==> config.mk <==
export PLATFORM = sky130hd
export DESIGN_NAME = kw_round_seq
export DESIGN_NICKNAME = d
export VERILOG_FILES = /design/src/rtl/kw_pkg.sv /design/src/rtl/kw_step_ctr.sv /design/src/rtl/kw_fsm.sv /design/src/rtl/kw_datapath.sv /design/src/rtl/kw_round_seq.sv
export SDC_FILE = /design/constraint.sdc
export NUM_CORES = 1
export LEC_CHECK = 0
export ABC_AREA = 1
export ABC_CLOCK_PERIOD_IN_PS = 3000
export CORE_AREA = 2 2 211 213
export DETAILED_ROUTE_END_ITERATION = 6
export DIE_AREA = 0 0 213 215
export GPL_ROUTABILITY_DRIVEN = 0
export GPL_TIMING_DRIVEN = 0
export HOLD_SLACK_MARGIN = 0.08
export MAX_ROUTING_LAYER = met4
export PLACE_DENSITY_LB_ADDON = 0.2
export SYNTH_ARGS = -nofsm -noshare
export SYNTH_HDL_FRONTEND = slang
export SYNTH_HIERARCHICAL = 1
export SYNTH_SLANG_ARGS = --single-unit
==> constraint.sdc <==
create_clock -name clk -period 3 [get_ports clk]
set_clock_uncertainty 0.2 [all_clocks]
set_input_delay 0.3 -clock clk [delete_from_list [all_inputs] [get_ports clk]]
set_output_delay 0.3 -clock clk [all_outputs]
set_load 0.005 [all_outputs]
==> src/rtl/kw_pkg.sv <==
package kw_pkg;

    localparam int SEMI_W = 64;
    localparam int BLK_W  = 2 * SEMI_W;
    localparam int PASSES = 6;

    typedef enum logic [2:0] {
        ST_IDLE,
        ST_READ,
        ST_FETCH,
        ST_ISSUE,
        ST_AWAIT
    } kw_state_e;

endpackage

==> src/rtl/kw_step_ctr.sv <==
module kw_step_ctr #(
    parameter int LEN_W = 10,
    parameter int T_W   = 16
) (
    input  logic             clk,
    input  logic             rst_n,
    input  logic             load,
    input  logic             advance,
    input  logic             unwrap_in,
    input  logic [LEN_W-1:0] n_in,
    output logic [LEN_W-1:0] idx,
    output logic [T_W-1:0]   t,
    output logic             last,
    output logic             dir_q,
    output logic             n_zero
);
    import kw_pkg::*;

    localparam logic [2:0] J_LAST = 3'(PASSES - 1);

    logic [LEN_W-1:0] n_q;
    logic [2:0]       j_q;
    logic [T_W-1:0]   n_ext;

    assign n_ext  = T_W'(n_in);
    assign n_zero = (n_in == '0);

    always_ff @(posedge clk or negedge rst_n) begin
        if (!rst_n) begin
            n_q   <= '0;
            j_q   <= '0;
            idx   <= '0;
            t     <= '0;
            dir_q <= 1'b0;
        end else if (load) begin
            n_q   <= n_in;
            dir_q <= unwrap_in;
            if (unwrap_in) begin
                j_q <= J_LAST;
                idx <= n_in;
                t   <= (n_ext << 2) + (n_ext << 1);
            end else begin
                j_q <= '0;
                idx <= LEN_W'(1);
                t   <= T_W'(1);
            end
        end else if (advance) begin
            if (dir_q) begin
                t <= t - T_W'(1);
                if (idx == LEN_W'(1)) begin
                    idx <= n_q;
                    j_q <= j_q - 3'd1;
                end else begin
                    idx <= idx - LEN_W'(1);
                end
            end else begin
                t <= t + T_W'(1);
                if (idx == n_q) begin
                    idx <= LEN_W'(1);
                    j_q <= j_q + 3'd1;
                end else begin
                    idx <= idx + LEN_W'(1);
                end
            end
        end
    end

    assign last = dir_q ? ((j_q == 3'd0) && (idx == LEN_W'(1)))
                        : ((j_q == J_LAST) && (idx == n_q));

endmodule

==> src/rtl/kw_fsm.sv <==
module kw_fsm (
    input  logic clk,
    input  logic rst_n,
    input  logic start,
    input  logic n_zero,
    input  logic last,
    input  logic cph_ready,
    output logic load,
    output logic rd_en,
    output logic latch_r,
    output logic cph_start,
    output logic step,
    output logic ready
);
    import kw_pkg::*;

    kw_state_e state, state_nx;

    always_ff @(posedge clk or negedge rst_n) begin
        if (!rst_n) state <= ST_IDLE;
        else        state <= state_nx;
    end

    always_comb begin
        state_nx = state;
        unique case (state)
            ST_IDLE:  if (start && !n_zero) state_nx = ST_READ;   // T_START; T_EMPTY stays
            ST_READ:  state_nx = ST_FETCH;
            ST_FETCH: state_nx = ST_ISSUE;
            ST_ISSUE: state_nx = ST_AWAIT;
            ST_AWAIT: if (cph_ready) state_nx = last ? ST_IDLE : ST_READ; // T_FINISH / T_NEXT
            default:  state_nx = ST_IDLE;
        endcase
    end

    always_comb begin
        load      = 1'b0;
        rd_en     = 1'b0;
        latch_r   = 1'b0;
        cph_start = 1'b0;
        step      = 1'b0;
        ready     = 1'b0;
        unique case (state)
            ST_IDLE: begin
                ready = 1'b1;
                load  = start;
            end
            ST_READ:  rd_en     = 1'b1;
            ST_FETCH: latch_r   = 1'b1;
            ST_ISSUE: cph_start = 1'b1;
            ST_AWAIT: step      = cph_ready;
            default:  ready     = 1'b0;
        endcase
    end

endmodule

==> src/rtl/kw_datapath.sv <==
module kw_datapath #(
    parameter int T_W = 16
) (
    input  logic                        clk,
    input  logic                        rst_n,
    input  logic                        load,
    input  logic [kw_pkg::SEMI_W-1:0]   a_init,
    input  logic                        key_256,
    input  logic                        dir_q,
    input  logic                        latch_r,
    input  logic [kw_pkg::SEMI_W-1:0]   mem_rdata,
    input  logic                        step,
    input  logic [kw_pkg::BLK_W-1:0]    cph_result,
    input  logic [T_W-1:0]              t,
    output logic [kw_pkg::SEMI_W-1:0]   a_out,
    output logic [kw_pkg::SEMI_W-1:0]   mem_wdata,
    output logic [kw_pkg::BLK_W-1:0]    cph_block,
    output logic                        key_q
);
    import kw_pkg::*;

    logic [SEMI_W-1:0] a_q;
    logic [SEMI_W-1:0] r_q;
    logic [SEMI_W-1:0] t_ext;
    logic [SEMI_W-1:0] res_hi;

    assign t_ext  = {{(SEMI_W-T_W){1'b0}}, t};
    assign res_hi = cph_result[BLK_W-1:SEMI_W];

    always_ff @(posedge clk or negedge rst_n) begin
        if (!rst_n) begin
            a_q   <= '0;
            r_q   <= '0;
            key_q <= 1'b0;
        end else begin
            if (load) begin
                a_q   <= a_init;
                key_q <= key_256;
            end else if (step) begin
                a_q <= dir_q ? res_hi : (res_hi ^ t_ext);
            end
            if (latch_r) r_q <= mem_rdata;
        end
    end

    assign cph_block = {(dir_q ? (a_q ^ t_ext) : a_q), r_q};
    assign mem_wdata = cph_result[SEMI_W-1:0];
    assign a_out     = a_q;

endmodule

==> src/rtl/kw_round_seq.sv <==
module kw_round_seq #(
    parameter int MAX_BLOCKS = 512,
    parameter int T_W        = 16
) (
    input  logic                              clk,
    input  logic                              rst_n,
    input  logic                              start,
    input  logic                              unwrap,
    input  logic                              key_256,
    input  logic [$clog2(MAX_BLOCKS+1)-1:0]   n_blocks,
    input  logic [63:0]                       a_init,
    output logic                              ready,
    output logic [63:0]                       a_out,
    output logic [$clog2(MAX_BLOCKS+1)-1:0]   mem_addr,
    output logic                              mem_rd_en,
    input  logic [63:0]                       mem_rdata,
    output logic                              mem_wr_en,
    output logic [63:0]                       mem_wdata,
    output logic                              cph_start,
    output logic                              cph_decrypt,
    output logic                              cph_key256,
    output logic [127:0]                      cph_block,
    input  logic                              cph_ready,
    input  logic [127:0]                      cph_result
);
    localparam int LEN_W = $clog2(MAX_BLOCKS + 1);

    logic             load, latch_r, step, last, dir_q, n_zero;
    logic [LEN_W-1:0] idx;
    logic [T_W-1:0]   t;

    kw_fsm u_fsm (
        .clk       (clk),
        .rst_n     (rst_n),
        .start     (start),
        .n_zero    (n_zero),
        .last      (last),
        .cph_ready (cph_ready),
        .load      (load),
        .rd_en     (mem_rd_en),
        .latch_r   (latch_r),
        .cph_start (cph_start),
        .step      (step),
        .ready     (ready)
    );

    kw_step_ctr #(.LEN_W(LEN_W), .T_W(T_W)) u_ctr (
        .clk       (clk),
        .rst_n     (rst_n),
        .load      (load),
        .advance   (step),
        .unwrap_in (unwrap),
        .n_in      (n_blocks),
        .idx       (idx),
        .t         (t),
        .last      (last),
        .dir_q     (dir_q),
        .n_zero    (n_zero)
    );

    kw_datapath #(.T_W(T_W)) u_dp (
        .clk        (clk),
        .rst_n      (rst_n),
        .load       (load),
        .a_init     (a_init),
        .key_256    (key_256),
        .dir_q      (dir_q),
        .latch_r    (latch_r),
        .mem_rdata  (mem_rdata),
        .step       (step),
        .cph_result (cph_result),
        .t          (t),
        .a_out      (a_out),
        .mem_wdata  (mem_wdata),
        .cph_block  (cph_block),
        .key_q      (cph_key256)
    );

    assign mem_addr    = idx - LEN_W'(1);
    assign mem_wr_en   = step;
    assign cph_decrypt = dir_q;

endmodule

==> impl_metrics.toml, run 1 <==
[status]
status = "finished clean"

[place]
port_buffers = 479
dpl_worst_slack_ps = -384.4
hpwl_mm = 35.14

[yosys]
synth-simple-area-share_pct = 28.35
synth_top_area_share_pct = 39.22
synthesis.nets = 1827
ys_seq_area_share_pct = 39.22
avgSynthCellArea_um2 = 7.225
synth-xor-area-share_pct = 2.474
synth_top_family_by_area = "simple AND/OR/NAND/NOR gates"
netlist_area_um2 = 10970
synth_mux_area_share_pct = 0
synth_compound_area_share_pct = 9.132
synth_warnings = 6
synth_cells = 1519
synth_top_cell_by_area = "dfrtp_1"
synth_area_leaders = "dfrtp_1 39%, nand2_1 17%, buf_4 7.7%"
ys_types = 38
synth_fa_ha_area_share_pct = 4.310
synth-seq-cells = 172

[critical_path]
endpoint = "mem_wr_en"
reg2reg_to = "u_ctr/t[7]$_DFFE_PN0P_"
critPathLaunchType = "flip-flop"
path_class = "reg2out"
end_kind = "output port"
slowest_stage = "clkdlybuf4s50_1"
reg2reg_slack_ps = 380
max_stage_delay_ps = 710
path_cells = "nor4_2, clkdlybuf4s50_1"
worstPathArrival_ps = 2300
startpoint = "u_fsm/state[1]$_DFFE_PN0P_"
worstPathRequired_ps = 2500
r2r-start = "u_fsm/state[1]$_DFFE_PN0P_"
path_max_fanout = 6
r2r_cells = 7

[layout]
area_growth_pct = 56.79
drive_gt1_share_pct = 10.97
final_nets = 2328
fillers = 4617

[clock_tree]
cts_root_buf = "clkbuf_16"
path_clk_slew_ps = 70
cts_sinks = 172
clk_latency_ps = 450
cts_buffers = 17
clk_path_buf_depth = 2
h-tree-depth = 4
cts_tree = "done"

[grt]
antenna_found_initial = 5
grt_pass1_wl_mm = 65.03
grt_pass1_vias = 10880
grt-ovfl-total = 0
grt_usage_pct = 19.25
grt_max_degree = 89

[timing]
slew_violations = 0
rsz0062_at_grt = "false"
hold_viol_final = 0
finalCritPeriodShare_pct = 93.35
fmax_mhz = 357.1
worstMarginPinSlew_ps = 757.3
finalSetupViolCount = 0
layout_min_cycle_time_ps = 2801
setup_ws_ps = 199.5
max_slew_margin_pct = 49.51
hold_ws_ps = 200.8

[power]
p_per_area_nw_per_um2 = 983.7
power.leakage_nw = 8.137
ir_drop_mv = 0.3284

[worst_hold_path]
holdCritPathClass = "in2reg"
min_from = "cph_result[126]"

[detailed_routing]
num_vias = 11400
antenna_left = 0
drt-wirelength-per-cell_um = 16.57
via_per_inst = 4.336
dr.pass1.iters = 5
drc_errors = 0
finalWirelength_mm = 43.56
drt-initial-drc-count = 668

[die]
num_rows = 77
ioPinCount = 544
core_area_um2 = 43640
fp.dieW_um = 213
die_h_um = 215
start_util_pct = 25.15
die_area_um2 = 45800

[run]
cap_violations = 0
-- cells in the mapped netlist (all sizes together) --
library cell    n
o211ai          3
nand4          10
clkbuf         13
nor2           87
a21oi          45
fa              3
buf           149
nand3b          1
or2             2
a21boi         16
nand2         491
nand3         145
nor4            1
a21o            2
a31oi           5
o21ai         111
xor2           22
clkinv          1
ha             33
and2            2
o21bai          3
xnor2           9
dfrtp         172
inv           189
o22ai           1
nor3            3
-- cells by family after synthesis --
logic type                 after synthesis
and+or+nand+nor                        742
buffers and inverters                  352
AOI/OAI and AO/OA                      186
DFF                                    172
adders and majority gates               36
xor gates and xnor gates                31
-- stage by stage --
step                setup TNS, ps  power (mW)  cells  utilization, %  instance area, µm²
global route                    0       18.38   2629           39.43               17210
global placement         -1130320       14.44   2590           37.83               16510
CTS                             0       17.08   2624           39.37               17180
finish                          0       16.93   2629           39.43               17210
detailed placement          -5007       14.56   2591           37.90               16540
floorplan                       0       9.367   1519               -               10970
-- repair_timing --
item / 4_1_cts / 5_1_grt
hold endpoints to repair: 87 / 0
hold buffers: 1 / 0
resized for setup: 3 / 2
endpoints found under the setup margin: 21 / 12
setup buffers: 0 / 1
-- final cells by class --
type | count | area [µm²] | share of cell area [%]
multi-input cells | 995 | 4867 | 28.29
repair buffers | 482 | 4848 | 28.18
flip-flops and latches | 172 | 4309 | 25.04
plain buffers | 162 | 1096 | 6.370
well taps | 592 | 740.7 | 4.305
inverters | 190 | 715.7 | 4.159
clock buffers | 19 | 442.9 | 2.574
clock inverters | 13 | 176.4 | 1.025
diodes | 4 | 10.01 | 0.05817
-- power breakdown --
part / switching (mW) / internal [mW] / leakage, nW
sequential: 1.14 / 3.47 / 2.11
clock: 1.07 / 1.35 / 0.298
combinational: 4.77 / 5.13 / 5.73
-- layer usage --
metal  part of all wire (%)  GRT usage, %  wire length (µm)
met4                    1.4         4.382               606
met2                     51         33.11             22110
met1                     41         22.57             17950
met5                      0             -                 0
met3                    6.6         4.632              2891
-- worst min-delay path by stage --
stage                                 end  slack [ps]  cells after the start
2_1_floorplan     u_ctr/dir_q$_DFFE_PN0P_        -200                      0
3_3_place_gp     u_dp/r_q[61]$_DFFE_PN0P_         310                      2
3_5_place_dp     u_dp/r_q[40]$_DFFE_PN0P_         160                      1
4_1_cts          u_dp/r_q[62]$_DFFE_PN0P_         170                      3
5_1_grt            u_dp/key_q$_DFFE_PN0P_         190                      3
6_report       u_dp/a_out[62]$_DFFE_PN0P_         200                      3
-- worst max-delay path: cells and delay by family (launching register included) --
kind / cells / cell delay (ps)
buffers and inverters: 1 / 710
and+or+nand+nor: 1 / 690
DFF: 1 / 450
-- registers in the layout (all words and copies together) (netlist names) --
| register | flops |
|---|---|
| u_dp/a_out | 64 |
| u_dp/r_q | 64 |
| u_ctr/t | 16 |
| u_ctr/idx | 10 |
| u_ctr/n_q | 10 |
| u_ctr/j_q | 3 |
| u_fsm/state | 3 |
| u_ctr/dir_q | 1 |
| u_dp/key_q | 1 |
-- layout by cell type (no fill, tap or decap), types with 3 or more instances in the layout --
cell type	netlist	routed
inv_6	0	3
o21ai_0	105	105
dfrtp_1	172	170
nand2_2	3	3
clkdlybuf4s50_1	0	478
o21bai_1	3	3
nand3_1	144	144
ha_1	33	33
xor2_1	22	22
diode_2	0	4
xnor2_1	9	9
o211ai_1	3	3
nand2_1	485	485
nor3_1	3	3
buf_4	113	113
clkbuf_1	13	14
a31oi_1	5	5
a21boi_1	5	5
nor2_4	5	5
buf_2	33	33
nor2_2	11	12
nand4_1	10	10
o21ai_1	6	6
nor2_1	71	70
inv_1	179	179
fa_1	3	3
inv_2	9	9
a21boi_0	11	11
nand2_4	3	3
buf_6	3	4
a21oi_1	44	44
clkbuf_16	0	17
bufinv_16	0	3
No activity file was read; power rests on OpenSTA's default activity.
==> inputs of run 2 (changes only) <==
- ABC_CLOCK_PERIOD_IN_PS: 3000 -> 2400
- CORE_AREA: 2 2 211 213 -> 2 2 209 211
- DIE_AREA: 0 0 213 215 -> 0 0 211 213
- clock period: 3 -> 2.4 ns (I/O delays scaled with it)
==> run 2 against run 1 <==
Compared with the run above: clock-buffer cell count decreased by 1; register-to-register slack got worse by 310 ps; global-route usage rose by 0.65 points; clock power up 21%; via count rose by 1.6%; total power up 28%; setup slack lost 130 ps; non-clock buffer count up 17; critical path depth is 9 higher; sequential power grew 25%; critical endpoint is now u_ctr/t[11]$_DFFE_PN0P_; largest power group unchanged; highest routed layer unchanged.
==> impl_metrics.toml, run 2 (same netlist as run 1, synthesis figures left out) <==
[timing]
layout_min_cycle_time_ps = 2327
finalSetupViolCount = 0
max_slew_margin_pct = 59.26
fmax_mhz = 429.8
hold_ws_ps = 110.7
finalCritPeriodShare_pct = 96.94
slew_violations = 0
worstMarginPinSlew_ps = 611.1
hold_viol_final = 0
rsz0062_at_grt = "true"
final.setup.tns_ps = 0

[clock_tree]
cts_root_buf = "clkbuf_16"
clk_latency_ps = 450
cts_buffers = 17
cts_sinks = 172
h-tree-depth = 4
cts_tree = "done"
path_clk_slew_ps = 80
clk_path_buf_depth = 2

[die]
ioPinCount = 544
num_rows = 76
core_area_um2 = 42700
die_h_um = 213
fp.dieW_um = 211
die_area_um2 = 44940
start_util_pct = 25.70

[power]
ir_drop_mv = 0.4789
power.leakage_nw = 8.315
p_per_area_nw_per_um2 = 1241
report.power.total_mw = 21.63

[critical_path]
reg2reg_slack_ps = 70
worstPathArrival_ps = 2460
end_kind = "flip-flop"
path_class = "reg2reg"
critPathLaunchType = "flip-flop"
path_max_fanout = 8
r2r_cells = 11
worstPathRequired_ps = 2530
reg2reg_to = "u_ctr/t[11]$_DFFE_PN0P_"
r2r-start = "u_ctr/dir_q$_DFFE_PN0P_"

[detailed_routing]
drc_errors = 0
via_per_inst = 4.460
drt-wirelength-per-cell_um = 17.34
num_vias = 11590
dr.pass1.iters = 5
antenna_left = 0
finalWirelength_mm = 45.06
drt-initial-drc-count = 675

[place]
post_dp_cell_area_um2 = 16500
port_buffers = 479
hpwl_mm = 35.72

[grt]
grt-ovfl-total = 0
grt_max_degree = 111
antenna_found_initial = 3
grt_pass1_vias = 11010
grt_usage_pct = 19.90
grt_pass1_wl_mm = 66.18

[worst_hold_path]
holdCritPathClass = "in2async"

[layout]
final_nets = 2345
final_common_cell = "nand2_1"
drive_gt1_share_pct = 13.42
finalInstanceArea_um2 = 17430
final_cell_mix = "482 x nand2_1, 458 x clkdlybuf4s50_1, 176 x inv_1"
fin_util_pct = 40.82
area_growth_pct = 58.80

[status]
status = "finished clean"

[run]
cap_violations = 0
==> run 2: power by group <==
group	switching (mW)	total [mW]	leakage (nW)	internal, mW
Clock	1.35	2.94	0.285	1.59
Combinational	6.28	12.9	5.93	6.64
Sequential	1.43	5.77	2.10	4.34
Total	9.06	21.6	8.31	12.6
==> run 2: final cells by class <==
class / count / area (µm²)
Clock inverter: 13 / 156.4
Buffer: 161 / 1119
Tap cell: 546 / 683.2
Fill cell: 4427 / 25270
Clock buffer: 18 / 439.2
Sequential cell: 172 / 4315
Timing Repair Buffer: 500 / 4989
Antenna cell: 3 / 7.507
Inverter: 190 / 718.2
Multi-Input combinational cell: 995 / 5000
==> run 2: worst max path at each step <==
stage                               start                    endpoint  slack (ps)  cells after the start
2_1_floorplan  u_fsm/state[0]$_DFFE_PN0P_      u_ctr/t[7]$_DFFE_PN0P_         150                      7
3_3_place_gp                        rst_n  u_dp/a_out[43]$_DFFE_PN0P_       -7260                      1
3_5_place_dp      u_ctr/dir_q$_DFFE_PN0P_               cph_block[69]        -440                      6
4_1_cts          u_ctr/idx[1]$_DFFE_PN0P_                 mem_addr[8]         -20                      9
5_1_grt          u_ctr/idx[1]$_DFFE_PN0P_                 mem_addr[8]         -40                      9
6_report          u_ctr/dir_q$_DFFE_PN0P_     u_ctr/t[11]$_DFFE_PN0P_          70                     11
==> run 2: worst max-delay path, cell delays in order (launching register included) <==
cell and delay (ps):
dfrtp_4 540, buf_6 170, ha_1 370, nand3_1 90, nand2_1 150, inv_1 70
o21ai_2 210, nand2_1 140, nand2_1 80, nand2_1 50, nand3_1 60, nand3_1 60
==> run 2: repair_timing <==
action | in CTS | in global routing
endpoints found under the setup margin | 64 | 49
pin swaps | 0 | 9
gates resized for setup | 43 | 42
endpoints found under the hold margin | 62 | 0
buffers inserted | 12 | 6
hold buffers | 1 | 0
==> run 2: routing by layer <==
| metal | part of all wire [%] | global-route usage (%) | vias up |
|---|---|---|---|
| met5 | 0 | - | - |
| li1 | - | - | 5693 |
| met2 | 51 | 34.06 | 411 |
| met1 | 41 | 23.53 | 5435 |
| met4 | 2.2 | 6.605 | 0 |
| met3 | 5.9 | 3.809 | 48 |
==> run 2: per-stage QoR <==
step | setup WS, ps | instances
after CTS | -24.79 | 2589
after global routing | -39.20 | 2598
after floorplan | 147.5 | 1519
after global placement | -7264 | 2544
final | 73.50 | 2598
after detailed placement | -441.2 | 2546
